`config.mk`:
```
export PLATFORM = sky130hd
export DESIGN_NAME = cfg_stage_ctrl
export DESIGN_NICKNAME = d
export VERILOG_FILES = /design/src/rtl/cfg_stage_pkg.sv /design/src/rtl/cfg_stage_shift.sv /design/src/rtl/cfg_shadow_bank.sv /design/src/rtl/cfg_switch_ctrl.sv /design/src/rtl/cfg_stage_ctrl.sv
export SDC_FILE = /design/constraint.sdc
export NUM_CORES = 1
export LEC_CHECK = 0
export BUFFER_PORTS_ARGS = -buffer_cell sky130_fd_sc_hd__buf_2
export CAP_MARGIN = 0
export CELL_PAD_IN_SITES_DETAIL_PLACEMENT = 2
export CELL_PAD_IN_SITES_GLOBAL_PLACEMENT = 2
export CORE_UTILIZATION = 33
export CTS_CLUSTER_DIAMETER = 80
export DETAILED_ROUTE_END_ITERATION = 10
export PLACE_DENSITY_LB_ADDON = 0.05
export SKIP_CTS_REPAIR_TIMING = 1
export SLEW_MARGIN = 20
export SYNTH_ARGS = -nofsm -noshare
export SYNTH_HDL_FRONTEND = slang
export SYNTH_SLANG_ARGS = --single-unit
export TNS_END_PERCENT = 30
```
`constraint.sdc`:
```
create_clock -name clk -period 1.45 [get_ports clk]
set_input_delay 0.29 -clock clk [delete_from_list [all_inputs] [get_ports clk]]
set_output_delay 0.29 -clock clk [all_outputs]
set_load 0.03 [all_outputs]
```
`src/rtl/cfg_stage_pkg.sv`:
```
package cfg_stage_pkg;
  typedef enum logic [1:0] {
    CMD_IDLE   = 2'd0,
    CMD_TAKE   = 2'd1,
    CMD_REJECT = 2'd2
  } cmd_res_e;

  function automatic cmd_res_e judge(input logic req, input logic ok);
    if (!req)    return CMD_IDLE;
    else if (ok) return CMD_TAKE;
    else         return CMD_REJECT;
  endfunction
endpackage

```
`src/rtl/cfg_stage_shift.sv`:
```
module cfg_stage_shift #(
  parameter int PAT_W = 8
) (
  input  logic             clk,
  input  logic             wrst,
  input  logic             ld_en,
  input  logic             sin_valid,
  input  logic             sin_data,
  input  logic             hold,
  input  logic             clr,
  output logic             sin_ready,
  output logic [PAT_W-1:0] stage_q,
  output logic             full
);
  localparam int CW = $clog2(PAT_W + 2);
  localparam logic [CW-1:0] CNT_FULL = CW'(PAT_W);
  localparam logic [CW-1:0] CNT_OVER = CW'(PAT_W + 1);

  logic          ld_q;
  logic [CW-1:0] cnt_q;
  logic          take;
  logic          restart;

  assign sin_ready = ld_en & ~hold;
  assign take      = sin_valid & sin_ready;
  assign restart   = ld_en & ~ld_q;
  assign full      = (cnt_q == CNT_FULL);

  always_ff @(posedge clk) begin
    if (wrst) begin
      ld_q    <= 1'b0;
      cnt_q   <= '0;
      stage_q <= '0;
    end else begin
      ld_q <= ld_en;
      if (take) stage_q <= {sin_data, stage_q[PAT_W-1:1]};
      if (clr) begin
        cnt_q <= '0;
      end else if (restart) begin
        cnt_q <= take ? CW'(1) : '0;
      end else if (take && cnt_q != CNT_OVER) begin
        cnt_q <= cnt_q + CW'(1);
      end
    end
  end
endmodule

```
`src/rtl/cfg_shadow_bank.sv`:
```
module cfg_shadow_bank #(
  parameter int               PAT_W      = 8,
  parameter int               COMMIT_CYC = 4,
  parameter logic [PAT_W-1:0] BOOT_PAT   = '0
) (
  input  logic             clk,
  input  logic             por,
  input  logic             wrst,
  input  logic             start,
  input  logic [PAT_W-1:0] stage_in,
  input  logic             clr_vld,
  output logic             busy_q,
  output logic [PAT_W-1:0] shad_q,
  output logic             vld_q
);
  localparam int TW = $clog2(COMMIT_CYC + 1);

  logic [TW-1:0] tmr_q;
  logic          finish;

  assign finish = busy_q && (tmr_q == '0);

  // persistent bank: only power-on reset touches it
  always_ff @(posedge clk) begin
    if (por)         shad_q <= BOOT_PAT;
    else if (finish) shad_q <= stage_in;
  end

  always_ff @(posedge clk) begin
    if (wrst) begin
      busy_q <= 1'b0;
      tmr_q  <= '0;
      vld_q  <= 1'b0;
    end else begin
      if (start) begin
        busy_q <= 1'b1;
        tmr_q  <= TW'(COMMIT_CYC - 1);
      end else if (finish) begin
        busy_q <= 1'b0;
      end else if (busy_q) begin
        tmr_q <= tmr_q - TW'(1);
      end
      if (finish)       vld_q <= 1'b1;
      else if (clr_vld) vld_q <= 1'b0;
    end
  end
endmodule

```
`src/rtl/cfg_switch_ctrl.sv`:
```
module cfg_switch_ctrl #(
  parameter int PAT_W      = 8,
  parameter int SWITCH_CYC = 6
) (
  input  logic             clk,
  input  logic             wrst,
  input  logic             start,
  input  logic [PAT_W-1:0] shad_in,
  output logic [PAT_W-1:0] active_q,
  output logic             oe_q,
  output logic             busy_q
);
  localparam int TW = $clog2(SWITCH_CYC + 1);
  localparam logic [TW-1:0] SWAP_AT = TW'((SWITCH_CYC - 1) / 2);

  logic [TW-1:0] tmr_q;

  always_ff @(posedge clk) begin
    if (wrst) begin
      active_q <= shad_in;
      oe_q     <= 1'b1;
      busy_q   <= 1'b0;
      tmr_q    <= '0;
    end else if (start) begin
      oe_q   <= 1'b0;
      busy_q <= 1'b1;
      tmr_q  <= TW'(SWITCH_CYC - 1);
    end else if (busy_q) begin
      if (tmr_q == SWAP_AT) active_q <= shad_in;
      if (tmr_q == '0) begin
        oe_q   <= 1'b1;
        busy_q <= 1'b0;
      end else begin
        tmr_q <= tmr_q - TW'(1);
      end
    end
  end
endmodule

```
`src/rtl/cfg_stage_ctrl.sv`:
```
module cfg_stage_ctrl #(
  parameter int               PAT_W      = 16,
  parameter int               COMMIT_CYC = 8,
  parameter int               SWITCH_CYC = 10,
  parameter logic [PAT_W-1:0] BOOT_PAT   = '0
) (
  input  logic             clk,
  input  logic             por_n,
  input  logic             rst_n,
  input  logic             ld_en,
  input  logic             sin_valid,
  input  logic             sin_data,
  output logic             sin_ready,
  input  logic             commit,
  input  logic             activate,
  output logic [PAT_W-1:0] active_cfg,
  output logic             shadow_vld,
  output logic             busy,
  output logic             cmd_err,
  output logic             user_oe
);
  import cfg_stage_pkg::*;

  logic             por;
  logic             wrst;
  logic             c_busy;
  logic             s_busy;
  logic             full;
  logic [PAT_W-1:0] stage_w;
  logic [PAT_W-1:0] shad_w;
  logic             commit_go;
  logic             act_go;
  cmd_res_e         c_res;
  cmd_res_e         a_res;

  assign por  = ~por_n;
  assign wrst = ~por_n | ~rst_n;
  assign busy = c_busy | s_busy;

  assign c_res     = judge(commit,   ~busy & full & ~activate);
  assign a_res     = judge(activate, ~busy & shadow_vld & ~commit);
  assign commit_go = (c_res == CMD_TAKE);
  assign act_go    = (a_res == CMD_TAKE);

  always_ff @(posedge clk) begin
    if (wrst) cmd_err <= 1'b0;
    else      cmd_err <= (c_res == CMD_REJECT) | (a_res == CMD_REJECT);
  end

  cfg_stage_shift #(.PAT_W(PAT_W)) u_shift (
    .clk       (clk),
    .wrst      (wrst),
    .ld_en     (ld_en),
    .sin_valid (sin_valid),
    .sin_data  (sin_data),
    .hold      (c_busy | commit_go),
    .clr       (commit_go),
    .sin_ready (sin_ready),
    .stage_q   (stage_w),
    .full      (full)
  );

  cfg_shadow_bank #(
    .PAT_W      (PAT_W),
    .COMMIT_CYC (COMMIT_CYC),
    .BOOT_PAT   (BOOT_PAT)
  ) u_shadow (
    .clk      (clk),
    .por      (por),
    .wrst     (wrst),
    .start    (commit_go),
    .stage_in (stage_w),
    .clr_vld  (act_go),
    .busy_q   (c_busy),
    .shad_q   (shad_w),
    .vld_q    (shadow_vld)
  );

  cfg_switch_ctrl #(
    .PAT_W      (PAT_W),
    .SWITCH_CYC (SWITCH_CYC)
  ) u_switch (
    .clk      (clk),
    .wrst     (wrst),
    .start    (act_go),
    .shad_in  (shad_w),
    .active_q (active_cfg),
    .oe_q     (user_oe),
    .busy_q   (s_busy)
  );
endmodule

```
==> impl_metrics.tcl, run 1 <==
set metrics [dict create \
    hp-class "in2reg" \
    die_width_microns 91.3 \
    syn_inst 249 \
    worstMarginPinSlew_ps 312 \
    hpwl_mm 4.35 \
    numPlacedInstances 395 \
    outcome "finished, violations left" \
    multi_input_area_sq_um 1160 \
    post_drt_via_cell_ratio 4.86 \
    async_flop_share_pct 0 \
    holdWs_ps 233 \
    critical_path.max_fanout 2 \
    min-delay-start "sin_data" \
    maxCapViolCount 0 \
    violations "setup timing" \
    hold_viol 0 \
    clockBufferDepth 2 \
    drt-initial-drc-count 46 \
    max_stage_delay_ps 330 \
    synth_area_leaders "dfxtp_1, edfxtp_1, mux2i_1" \
    drc 0 \
    wl_mm 6.76 \
    grt_setup_unrepaired "yes" \
    worstSetupPathType "reg2out" \
    crit_path_end_kind "output pin" \
    core.rowCount 32 \
    hold_path_depth 3 \
    synth_seq_cells 67 \
    ff2ff_setup_slack_ps -220 \
    finalMaxSlewViolations 0 \
    diodes 0 \
    period_share_pct 123 \
    clkTransAtPathRegs_ps 70 \
    drive_gt1_share_pct 36.6 \
    timing.rr.start "u_shift.cnt_q[0]" \
    ys_types 36 \
    gp_congestion 0.778 \
    grt_max_degree 21 \
    finalSetupViolCount 19 \
    crit_family "simple AND/OR/NAND/NOR gates" \
    cp_num_buf_inv 2 \
    vias 2037 \
    portBuffers 28 \
    cts_tree "yes" \
    synth_top_area_cell "dfxtp_1" \
    seq_area_frac_synth_pct 57.0 \
    cp_data_required_time_ps 1160 \
    yosys.cell_count.top_type "dfxtp_1" \
    seq_area_sq_um 1510 \
    timing.slew.headroom_pct 79.2 \
    p_leak_nw 1.37 \
    synth.top_cell.area_share_pct 38.8 \
    dieHeight_microns 91.3 \
    ant_nets 0 \
    final_cells 419 \
    power.density_nw_per_um2 1140 \
    wl_met2_mm 3.45 \
    hold_end "u_shift.stage_q[15]" \
    insertion_delay_ps 340 \
    fin_worst_skew_ps 6.94 \
    grt_first_pass_wirelength_mm 10.7 \
    gr-usage-all-layers_pct 16.7 \
    max_freq_ghz 0.562 \
    wl_per_cell_microns 16.1 \
    setup.worst_path.start_class "register" \
    ios 29 \
    areaGrowthSynthToFinish_pct 34.9 \
    numCtsBuffers 9 \
    synth_area_sq_um 2630 \
    stdcell_area_sq_um 3550 \
    syn_area_per_cell_sq_um 10.6 \
    firstDrtPassIters 4 \
    synth_edf_count 16 \
    grt_pass1_vias 2183 \
    cts-root-buf "clkbuf_8" \
    critPathSlowestCell "dfxtp_2" \
    core_region_area_sq_um 7730 \
    antenna_found_initial 0 \
    postSynthNetCount 263 \
    final_nets 326 \
    yosys-top-cells-count "dfxtp_1, nand2_1, nor2_1, mux2i_1, a21boi_0" \
    htree_levels 3 \
    grt_overflow_total 0 \
    start_util_pct 34.1 \
    finalCriticalPeriod_ps 1780 \
    placed_area_sq_um 3090 \
    cts_sinks 67 \
    worst_slack_ps -328 \
    die_area_sq_um 8340 \
    wl_met3_microns 150 \
    r2r-end "u_shift.stage_q[6]" \
    routed.top_layer "met4" \
    vdd_drop_max_uv 521 \
    ys.warnings.count 0 \
    worstPathArrival_ps 1490 \
    reg2reg_depth 8 \
    n_fill_cell 819 \
    met1_length_mm 3.07 \
    cp_num_cells 6 \
    synth_ff_type "dfxtp_1" \
    crit_chain "inv_2 -> ha_4 -> nor4b_4 -> nand3_2 -> and3_4 -> buf_6" \
]
==> cells in the final DEF (no fill, tap or decap), types with 7 or more instances in the layout <==
cell,n
buf_4,25
clkbuf_8,9
buf_2,27
edfxtp_1,16
a21boi_0,7
mux2i_1,17
dfxtp_1,44
nand2_1,37
nor2_1,22
a21boi_1,8
a21oi_1,13
==> sequential cells by signal, indices dropped and copies added, names as in the netlist <==
name / count
u_shift.stage_q: 16
u_shadow.vld_q: 1
u_shadow.busy_q: 1
u_shadow.shad_q: 16
u_switch.oe_q: 1
u_switch.tmr_q: 4
u_shift.cnt_q: 5
u_shadow.tmr_q: 4
u_switch.busy_q: 1
cmd_err: 1
u_shift.ld_q: 1
u_switch.active_q: 16
==> per-layer routing <==
| layer | track usage [%] | vias to the layer above |
|---|---|---|
| met5 | 0 | - |
| met4 | 6.35 | 0 |
| met3 | 3.85 | 10 |
| met2 | 28.5 | 28 |
| met1 | 20.4 | 1016 |
| li1 | - | 983 |
==> worst max path at each step <==
stage | to | slack [ps] | start
floorplan | u_shift.stage_q[5] | -60 | u_shift.cnt_q[1]
CTS | sin_ready | -550 | u_shift.cnt_q[1]
finish | sin_ready | -330 | u_shift.cnt_q[0]
global route | sin_ready | -430 | u_shift.cnt_q[0]
detailed placement | sin_ready | -160 | u_shift.cnt_q[1]
global placement | sin_ready | -110 | u_shift.cnt_q[1]
==> metrics by stage <==
step	total power [W]	TNS (ps)	setup slack (ps)	utilization [%]
finish	0.00403	-3400	-328	46.0
global route	0.00418	-5060	-430	46.0
CTS	0.00407	-5540	-546	43.1
detailed placement	0.00219	-3700	-161	40.0
global placement	0.00219	-1370	-110	40.0
floorplan	0.00211	-906	-58.7	-
==> layout make-up <==
class,count,area share [%]
inverters,9,0.951
flip-flops and latches,67,42.6
clock buffers,9,3.49
well taps,102,3.59
clock inverters,7,3.28
repair buffers,61,13.6
multi-input cells,164,32.5
==> kinds of logic (layout without fill, tap and decap cells) <==
| family | Yosys count | after routing | synth area share, % |
|---|---|---|---|
| AO/OA/AOI/OAI | 39 | 39 | 10.3 |
| adder cells (fa/ha/maj) | 6 | 6 | 2.85 |
| buffers and inverters | 18 | 86 | 3.42 |
| XOR/XNOR | 4 | 4 | 1.33 |
| flip-flops | 67 | 67 | 57.0 |
| multiplexers | 18 | 18 | 6.84 |
| AND/OR/NAND/NOR | 97 | 97 | 18.3 |
==> report_power, final <==
| group | leakage [nW] | internal, W | switching (W) | total (W) |
|---|---|---|---|---|
| logic | 0.662 | 0.0000907 | 0.000139 | 0.000230 |
| registers | 0.593 | 0.00193 | 0.00000660 | 0.00193 |
| clock network | 0.119 | 0.00114 | 0.000731 | 0.00187 |
==> tightest hold or removal path, cell delays in order <==
cell	delay, ps
buf_2	90
mux2i_1	60
nor2_1	90
(Power assumes the default switching activity.)
==> run 2, diff against run 1 <==
--- a/config.mk
+++ b/config.mk
@@ -13,9 +13,11 @@
 export CTS_CLUSTER_DIAMETER = 80
 export DETAILED_ROUTE_END_ITERATION = 10
 export PLACE_DENSITY_LB_ADDON = 0.05
+export REMOVE_ABC_BUFFERS = 1
 export SKIP_CTS_REPAIR_TIMING = 1
 export SLEW_MARGIN = 20
 export SYNTH_ARGS = -nofsm -noshare
 export SYNTH_HDL_FRONTEND = slang
+export SYNTH_HIERARCHICAL = 1
 export SYNTH_SLANG_ARGS = --single-unit
 export TNS_END_PERCENT = 30
==> run 2 against run 1 <==
The flow still finishes with violations (setup timing). Core utilization up 0.99 points. Area after synthesis up 4.9%. Clock power up 10%. Wire length up 8.7%. Sequential share of layout area down 3.3 points. Hold slack worse by 31 ps. Count of clock-buffer cells in the layout up 1. Register-to-register slack worse by 210 ps. Final area up 8.1%. Maximum frequency down 13%. Non-clock buffer count up 6. Critical endpoint unchanged.
==> impl_metrics.tcl, run 2 <==
set metrics [dict create \
    htree_levels 3 \
    critical_path.max_fanout 3 \
    numCtsBuffers 9 \
    synth-xor-area-share_pct 0.317 \
    n_fill_cell 863 \
    async_flop_share_pct 0 \
    grt_overflow_total 0 \
    violations "setup timing" \
    wl_mm 7.34 \
    syn_area_per_cell_sq_um 10.1 \
    timing.slew.headroom_pct 80.1 \
    yosys.cell_count.top_type "nand2_1" \
    max_stage_delay_ps 320 \
    synth_top_area_cell "dfxtp_1" \
    antenna_found_initial 0 \
    synth_area_leaders "dfxtp_1, edfxtp_1, nand2_1" \
    dieHeight_microns 93.5 \
    p_leak_nw 1.59 \
    cp_data_required_time_ps 1160 \
    synth_area_sq_um 2760 \
    hold_viol 0 \
    worst_slack_ps -590 \
    gp_congestion 0.777 \
    wl_per_cell_microns 16.4 \
    comb_power_share_pct 5.6 \
    ys.warnings.count 6 \
    period_share_pct 141 \
    synthAdderAreaFrac_pct 2.72 \
    syn_inst 274 \
    pwr-share-seq_pct 45.7 \
    cts_tree "yes" \
    crit_chain "inv_2 -> ha_4 -> nand2_4 -> nor3_4 -> nand3b_1 -> o21bai_2 -> buf_4 -> nor2b_1 -> buf_4" \
    outcome "finished, violations left" \
    worstMarginPinSlew_ps 294 \
    post_drt_via_cell_ratio 4.94 \
    switchingPower_w 0.000907 \
    hp-class "in2reg" \
    core.rowCount 33 \
    drive_gt1_share_pct 50.0 \
    yosys.area_share.simple_pct 22.9 \
    core_region_area_sq_um 8180 \
    drt-initial-drc-count 57 \
    grt_setup_unrepaired "yes" \
    drc 0 \
    finalSetupViolCount 44 \
    synth_ff_type "dfxtp_1" \
    finalMaxSlewViolations 0 \
    firstDrtPassIters 4 \
    seq_area_sq_um 1510 \
    ys_types 50 \
    ant_nets 0 \
    cp_common_cell "buf_4" \
    synth.mux.area_fraction_pct 1.09 \
    synth_edf_count 16 \
    maxCapViolCount 0 \
    final_cells 449 \
    ios 29 \
    crit_path_end_kind "output pin" \
    portBuffers 28 \
    setup_tns_ps -9860 \
    critPathSlowestCell "dfxtp_2" \
    vdd_drop_max_uv 589 \
    hpwl_mm 4.74 \
    hold_path_depth 3 \
    seq_area_frac_synth_pct 54.3 \
    power.internal_w 0.00333 \
    numPlacedInstances 430 \
    areaGrowthSynthToFinish_pct 38.9 \
    layout_commonest_cell "dfxtp_1" \
    synth_top_family_by_area "simple AND/OR/NAND/NOR gates" \
    cts_sinks 67 \
    synth_seq_cells 67 \
    diodes 0 \
    grt_pass1_vias 2365 \
    top_regs "u_shadow/shad_q (16), u_shift/stage_q (16), u_switch/active_q (16)" \
    start_util_pct 33.8 \
    clockBufferDepth 2 \
    synth_compound_area_share_pct 13.5 \
    grt_first_pass_wirelength_mm 11.6 \
    gr-usage-all-layers_pct 17.4 \
    cts-root-buf "clkbuf_8" \
    power.share.clock_pct 48.7 \
    reg2reg_depth 10 \
    synth.top_cell.area_share_pct 37.0 \
    worstSetupPathType "reg2out" \
    power.density_nw_per_um2 1100 \
    die_width_microns 93.5 \
    die_area_sq_um 8740 \
    fin_worst_skew_ps 7.87 \
    final_nets 353 \
    multi_input_area_sq_um 1390 \
    yosys-top-cells-count "nand2_1, dfxtp_1, a21oi_1, edfxtp_1, inv_1" \
    insertion_delay_ps 340 \
    max_freq_ghz 0.490 \
    grt_max_degree 17 \
    power.share.switching_pct 21.4 \
    final_cell_mix "dfxtp_1, nand2_1, buf_4" \
    worstPathArrival_ps 1750 \
    clkTransAtPathRegs_ps 80 \
    vias 2219 \
    finalCriticalPeriod_ps 2040 \
    setup.worst_path.start_class "register" \
]
[run 2: changes by cell type in the layout (fill, tap and decap cells not counted), moves of 5 or more]
cell	delta
buf_4	+6
mux2i_1	-14
a21oi_2	+24
nor2_1	-14
nand2_4	+14
a21boi_1	-7
nand2_1	-5
a21boi_0	-7
nand2_2	+19
[run 2: worst paths after layout]
check                startpoint  slack (ps)              endpoint
max            u_shift/cnt_q[1]        -590             sin_ready
min                    sin_data         200   u_shift/stage_q[15]
max reg2reg    u_shift/cnt_q[1]        -430      u_shift/cnt_q[2]
min reg2reg  u_shadow/shad_q[1]         430  u_switch/active_q[1]
[run 2: logic make-up (layout without fill, tap and decap cells)]
logic type / count (synthesis) / after routing
AO/OA/AOI/OAI: 57 / 57
XOR/XNOR: 1 / 1
flip-flops: 67 / 67
multiplexers: 3 / 3
buffers and inverters: 24 / 94
AND/OR/NAND/NOR: 116 / 116
adder cells (fa/ha/maj): 6 / 6
[run 2: stage by stage]
step           instance area [sq um]  hold WS (ps)  total power, W  setup WS [ps]  utilization (%)
4_1_cts                         3510           184         0.00426           -698             42.9
3_3_place_gp                    3240           413         0.00217           -352             39.7
5_1_grt                         3840           187         0.00438           -703             47.0
2_1_floorplan                   2660           408         0.00208           -543                -
6_report                        3840           202         0.00423           -590             47.0
3_5_place_dp                    3240           417         0.00218           -419             39.7
[run 2: metal layers]
layer / global-route usage, % / up-vias / wire, microns
met3: 3.41 / 13 / 179
met5: 0 / - / 0
met4: 7.69 / 0 / 127
met1: 20.3 / 1101 / 3100
li1: - / 1074 / -
met2: 30.9 / 31 / 3940
[run 2: final cells by class]
type,count,area share (%)
flip-flops and latches,67,39.2
multi-input cells,183,36.1
repair buffers,67,13.3
clock inverters,6,3.59
well taps,105,3.42
clock buffers,10,3.32
inverters,11,1.08
[run 2: critical path, delay by kind of cell (launching register included)]
| family | cells | cell delay, ps |
|---|---|---|
| AO/OA/AOI/OAI | 1 | 190 |
| adder cells (fa/ha/maj) | 1 | 140 |
| buffers and inverters | 3 | 370 |
| flip-flops | 1 | 320 |
| AND/OR/NAND/NOR | 4 | 390 |
[run 2: power by group through the flow]
stage                     Sequential, W  Combinational [W]  Clock [W]
after global routing            0.00194           0.000254    0.00219
after global placement          0.00198           0.000194          0
after floorplan                 0.00202          0.0000575          0
after detailed placement        0.00198           0.000198          0
final                           0.00194           0.000236    0.00206
after CTS                       0.00193           0.000198    0.00213
==> run 3, diff against run 2 <==
--- a/config.mk
+++ b/config.mk
@@ -9,7 +9,7 @@
 export CAP_MARGIN = 0
 export CELL_PAD_IN_SITES_DETAIL_PLACEMENT = 2
 export CELL_PAD_IN_SITES_GLOBAL_PLACEMENT = 2
-export CORE_UTILIZATION = 33
+export CORE_UTILIZATION = 37
 export CTS_CLUSTER_DIAMETER = 80
 export DETAILED_ROUTE_END_ITERATION = 10
 export PLACE_DENSITY_LB_ADDON = 0.05
==> constraint.sdc (replaced) <==
create_clock -name clk -period 2.25 [get_ports clk]
set_input_delay 0.45 -clock clk [delete_from_list [all_inputs] [get_ports clk]]
set_output_delay 0.45 -clock clk [all_outputs]
set_load 0.03 [all_outputs]
==> run 3 against run 2 <==
The run now ends clean. Sequential power is 36% lower. Power decreased by 39%. Final area shrank 14%. Critical path depth fell by 1. Register-to-register slack better by 660 ps. Clock power decreased by 41%. Critical path type unchanged.
==> impl_metrics.tcl, run 3 (same netlist as run 2, synthesis figures left out) <==
set metrics [dict create \
    timing.rr.start "u_shift/cnt_q[0]" \
    period_share_pct 96.2 \
    worstPathArrival_ps 1710 \
    setup.worst_path.start_class "register" \
    crit_chain "inv_4 -> ha_4 -> nand2_4 -> nor3_4 -> nand3b_1 -> o21bai_1 -> nor2b_1 -> buf_4" \
    n_fill_cell 793 \
    firstDrtPassIters 4 \
    wl_mm 6.48 \
    grt_max_degree 31 \
    clkTransAtPathRegs_ps 70 \
    worst_slack_ps 85.8 \
    max_freq_ghz 0.462 \
    hold_viol 0 \
    vdd_drop_max_uv 260 \
    reg2reg_depth 10 \
    cp_data_required_time_ps 1800 \
    htree_levels 3 \
    grt_overflow_total 0 \
    wl_per_cell_microns 15.6 \
    maxCapViolCount 0 \
    grt_first_pass_wirelength_mm 10.5 \
    clockBufferDepth 2 \
    drive_gt1_share_pct 28.5 \
    cts_sinks 67 \
    core_region_area_sq_um 7250 \
    portBuffers 28 \
    cp_num_buf_inv 2 \
    finalCriticalPeriod_ps 2160 \
    drt-initial-drc-count 58 \
    critPathSlowestCell "dfxtp_4" \
    dpl_worst_slack_ps 116 \
    crit_path_end_kind "output pin" \
    layout_commonest_cell "nand2_1" \
    cts-root-buf "clkbuf_8" \
    post_drt_via_cell_ratio 5.03 \
    power.density_nw_per_um2 779 \
    numCtsBuffers 9 \
    areaGrowthSynthToFinish_pct 19.3 \
    hold_end "u_shift/stage_q[15]" \
    ios 29 \
    final_nets 325 \
    outcome "complete, no violations" \
    p_leak_nw 1.22 \
    setup_tns_ps 0 \
    crit_family "simple AND/OR/NAND/NOR gates" \
    r2r-end "u_shift/stage_q[3]" \
    insertion_delay_ps 340 \
    critical_path.max_fanout 4 \
    antenna_found_initial 0 \
    hpwl_mm 4.44 \
    worstSetupPathType "reg2out" \
    top_regs "u_shadow/shad_q (16), u_shift/stage_q (16), u_switch/active_q (16)" \
    gp_congestion 0.808 \
    die_width_microns 88.4 \
    grt_pass1_vias 2109 \
    finalSetupViolCount 0 \
    diodes 0 \
    ant_nets 0 \
    cts_tree "yes" \
    timing.slew.headroom_pct 36.8 \
    fin_worst_skew_ps 7.42 \
    dieHeight_microns 88.4 \
    gr-usage-all-layers_pct 18.0 \
    start_util_pct 38.1 \
    min-delay-start "sin_data" \
    drc 0 \
    grt_setup_unrepaired "yes" \
    vias 2087 \
    ff2ff_setup_slack_ps 230 \
    final_cell_mix "nand2_1, dfxtp_1, a21oi_1" \
    hold_path_depth 3 \
    max_stage_delay_ps 370 \
    cp-startpoint "u_shift/cnt_q[0]" \
    core.rowCount 31 \
    hp-class "in2reg" \
    finalMaxSlewViolations 0 \
    worstMarginPinSlew_ps 948 \
    die_area_sq_um 7820 \
]
[run 3: through the flow]
stage	total power (W)	hold WS, ps	util (%)	cells	area, sq um
final	0.00257	342	45.5	415	3300
after global routing	0.00265	350	45.5	415	3300
after CTS	0.00260	329	44.6	413	3240
after detailed placement	0.00139	419	41.3	397	3000
after global placement	0.00138	413	41.3	397	3000
after floorplan	0.00134	408	-	261	2660
[run 3: how the worst max path moves through the flow]
| stage | cells past startpoint | to |
|---|---|---|
| global placement | 10 | u_shift/stage_q[15] |
| CTS | 8 | sin_ready |
| detailed placement | 10 | u_shift/stage_q[6] |
| floorplan | 9 | u_shift/cnt_q[1] |
| global route | 8 | sin_ready |
| finish | 8 | sin_ready |
[run 3: final cells by class]
class / instances / area [sq um] / area share (%)
sequential: 67 / 1510 / 45.8
multi-input combinational: 183 / 1150 / 35.0
timing repair buffer: 39 / 225 / 6.83
clock buffer: 10 / 128 / 3.87
tap: 99 / 124 / 3.76
clock inverter: 6 / 113 / 3.42
inverter: 11 / 46.3 / 1.40
[run 3: worst register-to-register path: stages, from the launching register on]
cell and delay (ps):
dfxtp_4 370, inv_4 60, ha_4 130, nand2_4 50, nor3_4 190, nand3b_1 120, o21bai_1 210, nand3b_1 290
buf_4 280, nand2_1 100, a21oi_1 140
[run 3: report_power, final]
| group | internal, W | switching, W |
|---|---|---|
| clock | 0.000741 | 0.000470 |
| sequential | 0.00124 | 0.00000549 |
| combinational | 0.0000284 | 0.0000833 |
| total | 0.00201 | 0.000558 |
[run 3: layer usage]
| metal | vias up | global-route usage [%] | wire, microns |
|---|---|---|---|
| li1 | 1025 | - | - |
| met5 | - | 0 | 0 |
| met2 | 26 | 30.0 | 3220 |
| met3 | 7 | 3.36 | 146 |
| met1 | 1029 | 22.3 | 3010 |
| met4 | 0 | 9.24 | 100 |
